[config.mk]
export PLATFORM = sky130hd
export DESIGN_NAME = tbase_counter
export DESIGN_NICKNAME = d
export VERILOG_FILES = /design/src/rtl/tbc_pkg.sv /design/src/rtl/tbc_sync.sv /design/src/rtl/tbc_ctrl.sv /design/src/rtl/tbc_datapath.sv /design/src/rtl/tbase_counter.sv
export SDC_FILE = /design/constraint.sdc
export NUM_CORES = 1
export LEC_CHECK = 0
export ABC_AREA = 1
export BUFFER_PORTS_ARGS = -buffer_cell sky130_fd_sc_hd__clkbuf_2
export CAP_MARGIN = 20
export CELL_PAD_IN_SITES_DETAIL_PLACEMENT = 1
export CELL_PAD_IN_SITES_GLOBAL_PLACEMENT = 1
export CORE_ASPECT_RATIO = 1.25
export CORE_UTILIZATION = 39
export DETAILED_ROUTE_END_ITERATION = 12
export PLACE_DENSITY_LB_ADDON = 0.1
export SLEW_MARGIN = 20
export SYNTH_ARGS = -nofsm -noshare
export SYNTH_HDL_FRONTEND = slang
export SYNTH_SLANG_ARGS = --single-unit
[constraint.sdc]
create_clock -name clk -period 1.7 [get_ports clk]
set_input_delay 0.085 -clock clk [delete_from_list [all_inputs] [get_ports clk]]
set_output_delay 0.085 -clock clk [all_outputs]
set_load 0.05 [all_outputs]
[src/rtl/tbc_pkg.sv]
package tbc_pkg;
  localparam logic [1:0] ADDR_LOW  = 2'd0;
  localparam logic [1:0] ADDR_HIGH = 2'd1;
  localparam logic [1:0] ADDR_MODE = 2'd2;
  localparam logic [1:0] ADDR_CTRL = 2'd3;

  typedef enum logic [2:0] {
    TB_DIV_SLOW = 3'b000,
    TB_DIV_FAST = 3'b001,
    TB_TMR_OVF  = 3'b010,
    TB_EXT_EDGE = 3'b011,
    TB_SYSCLK   = 3'b100,
    TB_OSC_DIV  = 3'b101,
    TB_RSVD_A   = 3'b110,
    TB_RSVD_B   = 3'b111
  } tbSel_e;

  // strobes from control to datapath
  typedef struct packed {
    logic countEn;
    logic wrLow;
    logic wrHigh;
    logic snapLoad;
    logic flagWr;
    logic flagWrVal;
  } ctlStrobes_t;
endpackage

[src/rtl/tbc_sync.sv]
module tbc_sync #(
  parameter int STAGES = 2
) (
  input  logic clk,
  input  logic rstN,
  input  logic din,
  output logic dout
);
  logic [STAGES-1:0] chain;

  generate
    if (STAGES == 1) begin : g_single
      always_ff @(posedge clk) begin
        if (!rstN) chain <= '0;
        else       chain <= din;
      end
    end else begin : g_multi
      always_ff @(posedge clk) begin
        if (!rstN) chain <= '0;
        else       chain <= {chain[STAGES-2:0], din};
      end
    end
  endgenerate

  assign dout = chain[STAGES-1];
endmodule

[src/rtl/tbc_ctrl.sv]
module tbc_ctrl
  import tbc_pkg::*;
#(
  parameter int BYTE_W      = 8,
  parameter int DIV_SLOW    = 12,
  parameter int DIV_FAST    = 4,
  parameter int OSC_DIV     = 8,
  parameter int ECI_GAP     = 4,
  parameter int SYNC_STAGES = 2
) (
  input  logic              clk,
  input  logic              rstN,
  input  logic [1:0]        busAddr,
  input  logic              busWrEn,
  input  logic              busRdEn,
  input  logic [BYTE_W-1:0] busWrData,
  input  logic              timerOvfPulse,
  input  logic              extCountIn,
  input  logic              extOscIn,
  input  logic              cpuIdle,
  output ctlStrobes_t       strobes,
  output logic [2:0]        modeSel,
  output logic              idleStop,
  output logic              ovfIntEn,
  output logic              runEn
);
  localparam int SLOW_W = (DIV_SLOW > 1) ? $clog2(DIV_SLOW) : 1;
  localparam int FAST_W = (DIV_FAST > 1) ? $clog2(DIV_FAST) : 1;
  localparam int OSC_W  = (OSC_DIV  > 1) ? $clog2(OSC_DIV)  : 1;
  localparam int GAP_W  = (ECI_GAP  > 1) ? $clog2(ECI_GAP)  : 1;
  localparam logic [SLOW_W-1:0] SLOW_LAST = SLOW_W'(DIV_SLOW - 1);
  localparam logic [FAST_W-1:0] FAST_LAST = FAST_W'(DIV_FAST - 1);
  localparam logic [OSC_W-1:0]  OSC_LAST  = OSC_W'(OSC_DIV - 1);
  localparam logic [GAP_W-1:0]  GAP_LOAD  = GAP_W'(ECI_GAP - 1);

  // register writes
  logic wrMode, wrCtrl;
  assign wrMode = busWrEn && (busAddr == ADDR_MODE);
  assign wrCtrl = busWrEn && (busAddr == ADDR_CTRL);

  always_ff @(posedge clk) begin
    if (!rstN) begin
      modeSel  <= 3'b000;
      idleStop <= 1'b0;
      ovfIntEn <= 1'b0;
      runEn    <= 1'b0;
    end else begin
      if (wrMode) begin
        idleStop <= busWrData[7];
        modeSel  <= busWrData[3:1];
        ovfIntEn <= busWrData[0];
      end
      if (wrCtrl) runEn <= busWrData[6];
    end
  end

  // free-running prescalers
  logic [SLOW_W-1:0] slowCnt;
  logic [FAST_W-1:0] fastCnt;
  logic slowTick, fastTick;
  assign slowTick = (slowCnt == SLOW_LAST);
  assign fastTick = (fastCnt == FAST_LAST);

  always_ff @(posedge clk) begin
    if (!rstN) begin
      slowCnt <= '0;
      fastCnt <= '0;
    end else begin
      slowCnt <= slowTick ? '0 : slowCnt + 1'b1;
      fastCnt <= fastTick ? '0 : fastCnt + 1'b1;
    end
  end

  // external count pin: sync, falling edge, rate limit
  logic eciNow, eciPrev, eciFall, eciAccept;
  logic [GAP_W-1:0] eciGap;

  tbc_sync #(.STAGES(SYNC_STAGES)) i_eciSync (
    .clk(clk), .rstN(rstN), .din(extCountIn), .dout(eciNow)
  );

  assign eciFall   = eciPrev && !eciNow;
  assign eciAccept = eciFall && (eciGap == '0);

  always_ff @(posedge clk) begin
    if (!rstN) begin
      eciPrev <= 1'b0;
      eciGap  <= '0;
    end else begin
      eciPrev <= eciNow;
      if (eciAccept)        eciGap <= GAP_LOAD;
      else if (eciGap != '0) eciGap <= eciGap - 1'b1;
    end
  end

  // external oscillator: sync, rising edge, divide
  logic oscNow, oscPrev, oscRise, oscTick;
  logic [OSC_W-1:0] oscCnt;

  tbc_sync #(.STAGES(SYNC_STAGES)) i_oscSync (
    .clk(clk), .rstN(rstN), .din(extOscIn), .dout(oscNow)
  );

  assign oscRise = oscNow && !oscPrev;
  assign oscTick = oscRise && (oscCnt == OSC_LAST);

  always_ff @(posedge clk) begin
    if (!rstN) begin
      oscPrev <= 1'b0;
      oscCnt  <= '0;
    end else begin
      oscPrev <= oscNow;
      if (oscRise) oscCnt <= (oscCnt == OSC_LAST) ? '0 : oscCnt + 1'b1;
    end
  end

  // timebase mux
  logic tbTick;
  always_comb begin
    unique case (tbSel_e'(modeSel))
      TB_DIV_SLOW: tbTick = slowTick;
      TB_DIV_FAST: tbTick = fastTick;
      TB_TMR_OVF:  tbTick = timerOvfPulse;
      TB_EXT_EDGE: tbTick = eciAccept;
      TB_SYSCLK:   tbTick = 1'b1;
      TB_OSC_DIV:  tbTick = oscTick;
      default:     tbTick = 1'b0;
    endcase
  end

  logic halted;
  assign halted = idleStop && cpuIdle;

  always_comb begin
    strobes.countEn   = runEn && !halted && tbTick;
    strobes.wrLow     = busWrEn && (busAddr == ADDR_LOW);
    strobes.wrHigh    = busWrEn && (busAddr == ADDR_HIGH);
    strobes.snapLoad  = busRdEn && (busAddr == ADDR_LOW);
    strobes.flagWr    = wrCtrl;
    strobes.flagWrVal = busWrData[7];
  end
endmodule

[src/rtl/tbc_datapath.sv]
module tbc_datapath
  import tbc_pkg::*;
#(
  parameter int BYTE_W = 8
) (
  input  logic                clk,
  input  logic                rstN,
  input  ctlStrobes_t         strobes,
  input  logic [BYTE_W-1:0]   busWrData,
  output logic [2*BYTE_W-1:0] countValue,
  output logic [BYTE_W-1:0]   snapHigh,
  output logic                ovfFlag
);
  localparam int CNT_W = 2 * BYTE_W;

  logic byteWrite, wrapNow;
  assign byteWrite = strobes.wrLow || strobes.wrHigh;
  assign wrapNow   = strobes.countEn && !byteWrite && (&countValue);

  always_ff @(posedge clk) begin
    if (!rstN) begin
      countValue <= '0;
    end else if (strobes.wrLow) begin
      countValue[BYTE_W-1:0] <= busWrData;
    end else if (strobes.wrHigh) begin
      countValue[CNT_W-1:BYTE_W] <= busWrData;
    end else if (strobes.countEn) begin
      countValue <= countValue + 1'b1;
    end
  end

  always_ff @(posedge clk) begin
    if (!rstN)                 snapHigh <= '0;
    else if (strobes.snapLoad) snapHigh <= countValue[CNT_W-1:BYTE_W];
  end

  // wrap beats a software clear
  always_ff @(posedge clk) begin
    if (!rstN) ovfFlag <= 1'b0;
    else       ovfFlag <= (strobes.flagWr ? (ovfFlag && strobes.flagWrVal) : ovfFlag) || wrapNow;
  end
endmodule

[src/rtl/tbase_counter.sv]
module tbase_counter
  import tbc_pkg::*;
#(
  parameter int BYTE_W      = 8,
  parameter int DIV_SLOW    = 12,
  parameter int DIV_FAST    = 4,
  parameter int OSC_DIV     = 8,
  parameter int ECI_GAP     = 4,
  parameter int SYNC_STAGES = 2
) (
  input  logic                clk,
  input  logic                rstN,
  input  logic [1:0]          busAddr,
  input  logic                busWrEn,
  input  logic                busRdEn,
  input  logic [BYTE_W-1:0]   busWrData,
  output logic [BYTE_W-1:0]   busRdData,
  input  logic                timerOvfPulse,
  input  logic                extCountIn,
  input  logic                extOscIn,
  input  logic                cpuIdle,
  input  logic                globalIntEn,
  input  logic                moduleIntEn,
  output logic [2*BYTE_W-1:0] countValue,
  output logic                ovfIrq
);
  ctlStrobes_t       strobes;
  logic [2:0]        modeSel;
  logic              idleStop, ovfIntEn, runEn, ovfFlag;
  logic [BYTE_W-1:0] snapHigh;

  tbc_ctrl #(
    .BYTE_W(BYTE_W), .DIV_SLOW(DIV_SLOW), .DIV_FAST(DIV_FAST),
    .OSC_DIV(OSC_DIV), .ECI_GAP(ECI_GAP), .SYNC_STAGES(SYNC_STAGES)
  ) i_ctrl (
    .clk(clk), .rstN(rstN), .busAddr(busAddr), .busWrEn(busWrEn),
    .busRdEn(busRdEn), .busWrData(busWrData), .timerOvfPulse(timerOvfPulse),
    .extCountIn(extCountIn), .extOscIn(extOscIn), .cpuIdle(cpuIdle),
    .strobes(strobes), .modeSel(modeSel), .idleStop(idleStop),
    .ovfIntEn(ovfIntEn), .runEn(runEn)
  );

  tbc_datapath #(.BYTE_W(BYTE_W)) i_dp (
    .clk(clk), .rstN(rstN), .strobes(strobes), .busWrData(busWrData),
    .countValue(countValue), .snapHigh(snapHigh), .ovfFlag(ovfFlag)
  );

  always_comb begin
    busRdData = '0;
    unique case (busAddr)
      ADDR_LOW:  busRdData = countValue[BYTE_W-1:0];
      ADDR_HIGH: busRdData = snapHigh;
      ADDR_MODE: begin
        busRdData[7]   = idleStop;
        busRdData[3:1] = modeSel;
        busRdData[0]   = ovfIntEn;
      end
      default: begin
        busRdData[7] = ovfFlag;
        busRdData[6] = runEn;
      end
    endcase
  end

  assign ovfIrq = ovfFlag && ovfIntEn && globalIntEn && moduleIntEn;
endmodule

==> impl_metrics.ini <==
[run_status]
run_status = completed

[logic_synthesis]
synth_top_area_share_pct = 37.2
synth-async-reset-ratio_pct = 0
syn-num-nets = 430
synth-edff-count = 0
yosysTopAreaCell = dfxtp_1
synth_flop_cell = dfxtp_1
ys_seq_area_share_pct = 37.2
synth_cells = 404
ys_ff_latch = 48
synth_area_leaders = dfxtp_1 37%, nand2_1 19%, nor2_1 7.3%
synth_area_um2 = 2580
yosys_warnings = 0
synth.distinct_cells = 31
synth_area_per_cell_um2 = 6.39

[drt]
wl_per_cell_um = 15.5
drt_pass1_iterations = 4
drtIter0Drc = 107
vias_per_cell = 5.08
wl_um = 8450
drtAntennaViolNets = 0
drc = 0
dr_total_vias = 2768

[cts]
cts_root_buffer = clkbuf_8
clk_pin_slew_ns = 0.09
clk_path_buf_depth = 2
clk_latency_ns = 0.30
cts_tree = done
htree_levels = 2
clock-sinks = 48
cts_made_buffers = 5

[min_path]
holdPathEnd = i_ctrl.ovfIntEn$_SDFFE_PN0P_
min_path_type = input port to register
holdPathStages = 3
hp-start = busWrData[0]

[sta]
setup_tns_ns = 0
slew_headroom_pct = 72.0
fin_skew_ns = 0.00980
fmax_mhz = 623
finalCritPeriodShare_pct = 94.4
fin_crit_ns = 1.60
hold_violations = 0
slew_viol_final = 0
max_slew.worst_pin.slew_ns = 0.419
setup_viol = 0

[global_route]
grt_pass1_vias = 2699
grt_max_degree = 24
antenna_found_initial = 0
globalRouteTotalUtil_pct = 25.0
grt.overflow.total = 0
grt_pass1_wl_um = 13100

[floorplanning]
start_util_pct = 41.1
dieArea_um2 = 6950
die_w_um = 74.8
die_h_um = 93.0
rows = 32
core_um2 = 6290
ios = 45

[pwr]
powerDensity_nw_per_um2 = 808
p_leak_nw = 1.53
vdd_drop_max_v = 0.000394

[critical_path]
cp-startpoint = i_ctrl.slowCnt[0]$_SDFF_PP0_
crit_path_frequent_cell = nor2_1
critPathMaxFanout = 7
crit_arrival_ns = 1.81
r2r_start = i_ctrl.slowCnt[0]$_SDFF_PP0_
critPathMaxStageDelay_ns = 0.37
r2r_cells = 8
path_cells = ha_1 -> nand3_2 -> o21ai_4 -> nand3_4 -> nand2_4 -> nand2_2 -> nor2_1 -> nor2_1
slowest_stage = dfxtp_1
cp-start-kind = register
worstSetupPathType = register to register
endpoint_kind = register
cp.required_ns = 1.91
regToRegEndpoint = i_dp.countValue[15]$_SDFFE_PN0P_
ff2ff_setup_slack_ns = 0.1

[placement]
gp_congestion = 0.896
dp.cells = 534
numPortBuffers = 44
dp_hpwl_um = 6470
dpl-instance-area_um2 = 2970

[cells_and_area]
diodes = 0
instances_no_fill = 545
final_nets = 486
drive_above_1_share_pct = 21.5
syn2layout_area_growth_pct = 23.4
final_cell_area_um2 = 3190

[flow_run]
maxCapViolations = 0
-- per-stage QoR --
stage / hold WS, ns / setup slack (ns) / utilization (%) / total power, mW
final: 0.108 / 0.0951 / 50.7 / 2.58
after global routing: 0.117 / -0.0137 / 50.7 / 2.71
after CTS: 0.107 / 0.00279 / 48.9 / 2.54
after detailed placement: 0.277 / -0.0497 / 47.3 / 1.87
after global placement: 0.270 / 0.0324 / 47.3 / 1.84
after floorplan: 0.183 / 0.00378 / - / 1.68
-- worst max-delay path, delay by kind of cell (launching register included) --
family,cells,cell delay [ns]
simple gates,6,0.69
compound gates,1,0.22
fa+ha+maj,1,0.22
flops,1,0.37
-- cell type report --
class                      count  area [um2]
fill                         882        3100
multi-input combinational    300        1500
sequential                    48         971
timing repair buffer          59         358
inverter                      46         173
tap                           85         106
clock buffer                   6        72.6
clock inverter                 1        5.00
-- cells by family after synthesis --
group	count (synthesis)	synth area share, %
AND/OR/NAND/NOR	226	36.6
flip-flops	48	37.2
AO/OA/AOI/OAI	64	13.4
buffers and inverters	57	8.87
XOR/XNOR	3	1.02
adder cells (fa/ha/maj)	6	2.91
-- cell usage in the layout, fill, tap and decap left out, types with 8 or more instances in the layout --
| cell | n |
|---|---|
| buf_4 | 10 |
| nor2_1 | 47 |
| inv_1 | 42 |
| dfxtp_2 | 8 |
| dfxtp_1 | 40 |
| nand2_1 | 127 |
| a21oi_1 | 25 |
| clkbuf_2 | 44 |
| o21ai_0 | 26 |
| nand3_1 | 29 |
-- how the worst max path moves through the flow --
stage / endpoint / slack, ns / depth (start not counted)
2_1_floorplan: i_dp.countValue[12]$_SDFFE_PN0P_ / 0.004 / 10
3_3_place_gp: i_dp.countValue[15]$_SDFFE_PN0P_ / 0.03 / 12
3_5_place_dp: i_dp.countValue[12]$_SDFFE_PN0P_ / -0.05 / 12
4_1_cts: i_dp.countValue[14]$_SDFFE_PN0P_ / 0.003 / 9
5_1_grt: i_dp.ovfFlag$_SDFF_PN0_ / -0.01 / 10
6_report: i_dp.countValue[15]$_SDFFE_PN0P_ / 0.1 / 8
-- routing by layer --
layer / up-vias / GRT usage, % / wire length, um
met5: - / 0 / 0
met4: 0 / 6.13 / 144
met3: 13 / 3.02 / 253
met2: 50 / 45.6 / 4530
met1: 1305 / 30.4 / 3530
li1: 1400 / - / -
-- report_power, final --
group | total [mW] | internal (mW) | switching [mW] | leakage (nW)
logic | 0.613 | 0.199 | 0.415 | 1.09
clock network | 0.679 | 0.281 | 0.397 | 0.0410
registers | 1.28 | 1.21 | 0.0708 | 0.396
-- synthesized netlist by cell type, types with 2 or more instances --
cell and number:
o211ai_1 4, nand3_1 30, xor2_1 3, nand3b_1 2, ha_1 6, nand2_1 129, inv_2 2, nor2_1 50
buf_2 3, o21ai_0 28, inv_1 44, dfxtp_1 48, a21oi_1 27, nand4_1 3, nand2_2 4, clkbuf_1 6
-- flip-flops by register name, indices dropped and copies added, names as in the netlist --
name / flops
i_dp.countValue: 16
i_dp.snapHigh: 8
i_ctrl.slowCnt: 4
i_ctrl.modeSel: 3
i_ctrl.oscCnt: 3
i_ctrl.eciGap: 2
i_ctrl.fastCnt: 2
i_ctrl.i_eciSync.chain: 2
i_ctrl.i_oscSync.chain: 2
i_ctrl.eciPrev: 1
i_ctrl.idleStop: 1
i_ctrl.oscPrev: 1
i_ctrl.ovfIntEn: 1
i_ctrl.runEn: 1
i_dp.ovfFlag: 1
-- what timing repair did --
| item | 4_1_cts | 5_1_grt |
|---|---|---|
| resized for setup | 1 | 25 |
| buffers inserted | 0 | 1 |
| endpoints found under the setup margin | 7 | 16 |
| hold buffers | 2 | 0 |
| pin swaps | 0 | 7 |
| endpoints found under the hold margin | 2 | 0 |
| gates cloned | 0 | 1 |
(Power assumes the default switching activity.)
